[src/rtl/dem_pkg.sv]
// Shared types and helpers for the rotation controller.
// Assumes a fixed group of four sources per divider stage.
package dem_pkg;
    localparam int unsigned NSRC  = 4;
    localparam int unsigned MAT_W = NSRC * NSRC;

    typedef logic [NSRC-1:0]  ring_t;
    typedef logic [MAT_W-1:0] xmat_t;

    // One-hot state 0 and its matrix (source i on position i)
    localparam ring_t RING_INIT  = 4'b0001;
    localparam xmat_t IDENT_XMAT = 16'h8421;

    // Width of the shared rate counter; never below one bit
    function automatic int unsigned cnt_width(input int unsigned stages,
                                              input int unsigned dlog2);
        int unsigned w;
        w = (stages - 1) * dlog2;
        return (w == 0) ? 1 : w;
    endfunction

    // Move every source one position up, wrapping 3 -> 0
    function automatic xmat_t rotate_xmat(input xmat_t m);
        xmat_t r;
        for (int src = 0; src < NSRC; src++) begin
            r[src*NSRC +: NSRC] = {m[src*NSRC + NSRC-2 -: NSRC-1],
                                   m[src*NSRC + NSRC-1]};
        end
        return r;
    endfunction
endpackage

[src/rtl/dem_tick_gen.sv]
// Advance-strobe generator. Stage s is strobed on enabled clocks where
// the low s*DIV_LOG2 bits of a shared counter are zero. Stage 0 is
// strobed on every enabled clock. Assumes the counter wraps at a multiple
// of every stage's divide ratio, which holds by its width.
module dem_tick_gen #(
    parameter int unsigned NUM_STAGES = 3,
    parameter int unsigned DIV_LOG2   = 0
) (
    input  logic                  clk,
    input  logic                  rst_n,
    input  logic                  en,
    output logic [NUM_STAGES-1:0] tick_o
);
    localparam int unsigned CNT_W = dem_pkg::cnt_width(NUM_STAGES, DIV_LOG2);

    logic [CNT_W-1:0] cnt_q;

    // Count enabled clocks since reset
    always_ff @(posedge clk) begin
        if (!rst_n) begin
            cnt_q <= '0;
        end else if (en) begin
            cnt_q <= cnt_q + 1'b1;
        end
    end

    for (genvar s = 0; s < NUM_STAGES; s++) begin : g_tick
        localparam logic [CNT_W-1:0] MASK =
            CNT_W'((64'd1 << (s * DIV_LOG2)) - 64'd1);
        // Strobe stage s when its divide window starts
        always_comb begin
            tick_o[s] = en && ((cnt_q & MASK) == '0);
        end
    end
endmodule

[src/rtl/dem_ring_stage.sv]
// Four-bit circular one-hot shift register: the rotation state of one
// divider stage. Assumes adv_i is a single-cycle strobe.
module dem_ring_stage (
    input  logic          clk,
    input  logic          rst_n,
    input  logic          adv_i,
    output dem_pkg::ring_t ring_o
);
    dem_pkg::ring_t ring_q;

    // Reset to state 0, rotate left by one per strobe
    always_ff @(posedge clk) begin
        if (!rst_n) begin
            ring_q <= dem_pkg::RING_INIT;
        end else if (adv_i) begin
            ring_q <= {ring_q[dem_pkg::NSRC-2:0], ring_q[dem_pkg::NSRC-1]};
        end
    end

    assign ring_o = ring_q;
endmodule

[src/rtl/dem_xbar.sv]
// Decodes a one-hot rotation state into a 4x4 select matrix. Position
// pos takes source src when state (pos - src) mod 4 is active. Assumes
// ring_i is one-hot.
module dem_xbar (
    input  dem_pkg::ring_t ring_i,
    output dem_pkg::xmat_t sel_o
);
    localparam int unsigned N = dem_pkg::NSRC;

    for (genvar src = 0; src < N; src++) begin : g_src
        for (genvar pos = 0; pos < N; pos++) begin : g_pos
            localparam int unsigned K = (pos + N - src) % N;
            // Route one source/position pair
            always_comb begin
                sel_o[src*N + pos] = ring_i[K];
            end
        end
    end
endmodule

[src/rtl/dem_rotation_ctrl.sv]
// Top of the rotation controller. It holds one ring register and one
// crossbar decoder per cascaded stage, and a shared advance-strobe
// generator. Runs only on the free-running interchange clock.
module dem_rotation_ctrl #(
    parameter int unsigned NUM_STAGES = 3,
    parameter int unsigned DIV_LOG2   = 0
) (
    input  logic                                clk,
    input  logic                                rst_n,
    input  logic                                en,
    output logic [NUM_STAGES*dem_pkg::MAT_W-1:0] sel_o
);
    localparam int unsigned MW = dem_pkg::MAT_W;

    logic [NUM_STAGES-1:0] tick;

    dem_tick_gen #(
        .NUM_STAGES(NUM_STAGES),
        .DIV_LOG2  (DIV_LOG2)
    ) u_tick (
        .clk   (clk),
        .rst_n (rst_n),
        .en    (en),
        .tick_o(tick)
    );

    for (genvar s = 0; s < NUM_STAGES; s++) begin : g_stage
        dem_pkg::ring_t ring;
        dem_pkg::xmat_t mat;

        dem_ring_stage u_ring (
            .clk   (clk),
            .rst_n (rst_n),
            .adv_i (tick[s]),
            .ring_o(ring)
        );

        dem_xbar u_xbar (
            .ring_i(ring),
            .sel_o (mat)
        );

        assign sel_o[s*MW +: MW] = mat;
    end
endmodule

[config.mk]
export PLATFORM = sky130hd
export DESIGN_NAME = dem_rotation_ctrl
export DESIGN_NICKNAME = d
export VERILOG_FILES = /design/src/rtl/dem_pkg.sv /design/src/rtl/dem_tick_gen.sv /design/src/rtl/dem_ring_stage.sv /design/src/rtl/dem_xbar.sv /design/src/rtl/dem_rotation_ctrl.sv
export SDC_FILE = /design/constraint.sdc
export NUM_CORES = 1
export LEC_CHECK = 0
export ABC_AREA = 0
export BUFFER_PORTS_ARGS = -buffer_cell sky130_fd_sc_hd__buf_2
export CORE_ASPECT_RATIO = 0.7
export CORE_MARGIN = 3
export CORE_UTILIZATION = 30
export DETAILED_ROUTE_END_ITERATION = 6
export SLEW_MARGIN = 20
export SYNTH_ARGS = -nofsm -noshare
export SYNTH_HDL_FRONTEND = slang
export SYNTH_HIERARCHICAL = 1
export SYNTH_SLANG_ARGS = --single-unit
[constraint.sdc]
create_clock -name clk -period 1.4 [get_ports clk]
set_input_delay 0.28 -clock clk [delete_from_list [all_inputs] [get_ports clk]]
set_output_delay 0.28 -clock clk [all_outputs]
set_load 0.02 [all_outputs]
# Yosys cells after proc, flatten, opt, wreduce, memory -nomap -nowiden

Index checks and enable logic that the tools add are counted.

Input bits: 3
Output and inout port bits: 48
Flip-flop bits (word level): 12

# Longest topological paths before layout

Word-level depth: 0
Mapped depth: 4
Gate-level depth less buffers: 2

# Modules after synthesis

The synthesis kept the hierarchy.

Modules (own cells, without submodules):

| module         | cells an instance | instances | seq. area each (sq um) | area an instance (sq um) |
|---|---|---|---|---|
| dem_ring_stage | 13                | 3         | 80.1                   | 147.6 |
| dem_xbar       | 16                | 3         | 0.0                    | 120.1 |
| dem_tick_gen   | 3                 | 1         | 0.0                    | 22.5 |

# Least setup slack after synthesis

OpenSTA, ideal clock, no wires.

Path type: input -> register
Start point: input port en
End point: register g_stage[0].u_ring.ring_q[0]
Path slack: 0.549 ns
Buffers on the path: 2
Stages: 4
Data arrival time: 0.736 ns
Setup time: 0.115 ns
Cells stage by stage: buf_4 -> clkbuf_2 -> mux2i_1 -> nand2_1

RTL lines:

| element              | RTL line                | text |
|---|---|---|
| from (decl)          | dem_rotation_ctrl.sv:10 | `input logic en,` |
| to (signal assigned) | dem_ring_stage.sv:14    | `ring_q <= dem_pkg::RING_INIT;` |
| to (signal assigned) | dem_ring_stage.sv:16    | `ring_q <= {ring_q[dem_pkg::NSRC-2:0], ring_q[dem_pkg::NSRC-1]};` |
| to (decl)            | dem_ring_stage.sv:9     | `dem_pkg::ring_t ring_q;` |

# Final worst setup path

Start point: register g_stage[2].u_ring.ring_q[3]
End point: output port sel_o[36] in the netlist's numbering

RTL lines:

| element                | RTL line                | text |
|---|---|---|
| from (decl)            | dem_ring_stage.sv:9     |  |
| from (signal assigned) | dem_ring_stage.sv:14    |  |
| from (signal assigned) | dem_ring_stage.sv:16    |  |
| to (decl)              | dem_rotation_ctrl.sv:11 | `output logic [NUM_STAGES*dem_pkg::MAT_W-1:0] sel_o` |

No word-level cell between the ends.

==> metrics.txt <==
diode insertion count for antenna repair 0; XOR/XNOR share of the synthesized area 0%; run status complete, no violations; combinational share of power 23.9%; port buffer count 50; number of setup violations in the final report 0; cell-internal power approximately 620 uW; placed cell count 120; clock-pin slew on the worst setup and hold paths 0.05 ns; Final TNS setup 0 ns; Iteration-0 DRC Markers 6; number of clock buffers inserted by TritonCTS 3; adder-cell area share of the yosys netlist 0%; DR DRC count 0; core box area around 2500 sq um; commonest non-fill, non-tap cells in the layout 50 x buf_2, 12 x mux2i_1, 12 x dfxtp_1; Critical Path Fanout Max 6; overall global routing resource usage 7.16%; wire length per cell 9.85 um; x dimension of the die 68.7 um; CTS tree done; part of the Yosys area used for sequential elements between 20% and 30%; worst setup slack after layout around 0.28 ns; Peak supply drop 0.000376 V; average footprint of a synthesized cell 9.18 sq um; maximum operating frequency 0.895 GHz; largest net degree at the start of global routing 13; final non-filler cell total 123; Post-Synth Simple-Gate Area 8.18%; fin crit share 79.8%; switching portion of total power 30.5%; vias per cell approximately 3.7; Post-layout nets 94; worst path cell trace buf_2; initial antenna violation count 0; net switching power about 270 uW; Post-CTS Setup Inserts 0; main combinational cell family by area after synthesis buffers and inverters; CP Depth 1; post-synthesis mux area share 14.5%; CTS sink count 12; standby leakage power about 0.45 nW; cell at the root of the clock tree clkbuf_8; number of iterations in the first detailed-routing pass 2; share of total power in sequential cells 43.1%; Worst EP arrival 0.84 ns; worst-case clock buffer depth 2; endpoints failing hold 0; Critical Path End sel_o[36]; largest incremental delay on the critical path approximately 0.4 ns; via count of the first global-routing pass roughly 380; setup slack of the most critical reg-to-reg path 0.70 ns; Post-Syn Instances 90; synthesis-stage register bit count 12; cell type of the slowest stage on the worst timing path dfxtp_1; setup skew after layout around 0.00080 ns; Cell variety after synth 6; half-perimeter wire length after detailed placement 961 um; PwrDens 1180 nW/um^2; actual slew at the worst max-slew pin between 0.3 and 0.4 ns; critical path launch point g_stage[2].u_ring/ring_o[3]; flip-flop count of the largest register, all copies and words added 12; endpoint of the most critical register-to-register path g_stage[1].u_ring/ring_o[3]; sort of element at the end of the critical path primary output; global-route wire length before repair 1770 um; number of resized instances in the post-cts repair step 0; area of the mapped netlist between 800 and 900 sq um; final wirelength 1210 um; Relative slew margins 78.5%; antenna-violating nets left 0; number of hold buffers added after CTS 0; Final min period 1.12 ns; number of vias in the routed layout 455; unrepaired setup endpoints after global routing false; die area approximately 3400 sq um; Post-Synthesis Net Count 93; CTS HTree Levels 1; cell family with most CP delay flip-flops; proportion of power drawn by the clock network 32.9%; most common cell after layout, fill and taps aside buf_2; area share of the leading cell type in the synthesized netlist about 46%; count of fill cells added during filler insertion 269; Setup Crit Path Kind flop to primary output; Skew-Pair Late Insertion Delay 0.23 ns; worst r2r src g_stage[1].u_ring/ring_o[2]; required time of the worst setup path 1.12 ns; logic depth of the worst register-to-register path 2; Synthesis Warnings 6; complex-gate fraction of the synthesized area 0%; crit path buf inv count 1; initial core utilization approximately a third; type of element launching the critical path flop; gpl congestion around 0.68; Final Max Slew Viols 0; final global-route overflow total 0; Row Count 15; post-synthesis cell type with the largest combined area buf_4; area growth from synthesis to layout -7.73%; main area contributors after synthesis buf_4 46%, dfxtp_1 29%, mux2i_1 15%, nor2b_1 6.8%, clkbuf_2 1.8%; share of post-route cells with drive strength above 1 59.6%; Die Height 49.9 um; number of placed I/O pins 51; worst min path class primary input to flop; worst slack after detailed placement 0.393 ns; Max Cap Violations 0
cell families (layout without fill, tap and decap cells):
group	Yosys count	after routing
DFF	12	12
and+or+nand+nor	12	12
muxes	12	12
buffers and inverters	54	53
worst min-delay path by stage:
stage	cells past startpoint	slack, ns	endpoint	start
3_3_place_gp	2	0.53	g_stage[1].u_ring/ring_o[0]	g_stage[1].u_ring/ring_o[3]
4_1_cts	2	0.30	g_stage[0].u_ring/ring_o[0]	rst_n
6_report	2	0.31	g_stage[0].u_ring/ring_o[0]	rst_n
2_1_floorplan	1	0.34	g_stage[0].u_ring/ring_o[0]	rst_n
5_1_grt	2	0.32	g_stage[2].u_ring/ring_o[0]	rst_n
3_5_place_dp	2	0.55	g_stage[2].u_ring/ring_o[0]	rst_n
metal layers:
layer	GRT usage, %	vias to the layer above	wire, um
li1	-	226	-
met1	7.95	197	509
met2	11.1	32	520
met3	4.78	0	182
met4	1.94	0	0
met5	0	-	0
stage by stage:
stage | power [mW] | hold slack [ns] | util [%] | instance area (sq um)
final | 0.896 | 0.314 | 30.1 | 762
after global placement | 0.609 | 0.529 | 28.4 | 721
after floorplan | 0.640 | 0.342 | - | 826
after CTS | 0.916 | 0.302 | 30.1 | 762
after detailed placement | 0.611 | 0.545 | 28.4 | 721
after global routing | 0.946 | 0.318 | 30.1 | 762
layout make-up:
cell class	count	area (sq um)	share of cell area [%]
timing repair buffer	50	250	32.8
clock buffer	3	41.3	5.42
multi-input combinational	24	188	24.6
sequential	12	240	31.5
tap	34	42.5	5.58
cells in the mapped netlist, drive strengths merged:
cell type and count:
buf 51, nand2 3, mux2i 12, nor2b 9, clkbuf 3, dfxtp 12
power groups by stage:
stage                     Combinational [mW]  Sequential [mW]  Clock (mW)
after global routing                   0.229            0.393       0.324
after floorplan                        0.250            0.390           0
after global placement                 0.217            0.392           0
after detailed placement               0.217            0.394           0
after CTS                              0.217            0.387       0.311
final                                  0.215            0.387       0.295
(Power assumes the default switching activity.)
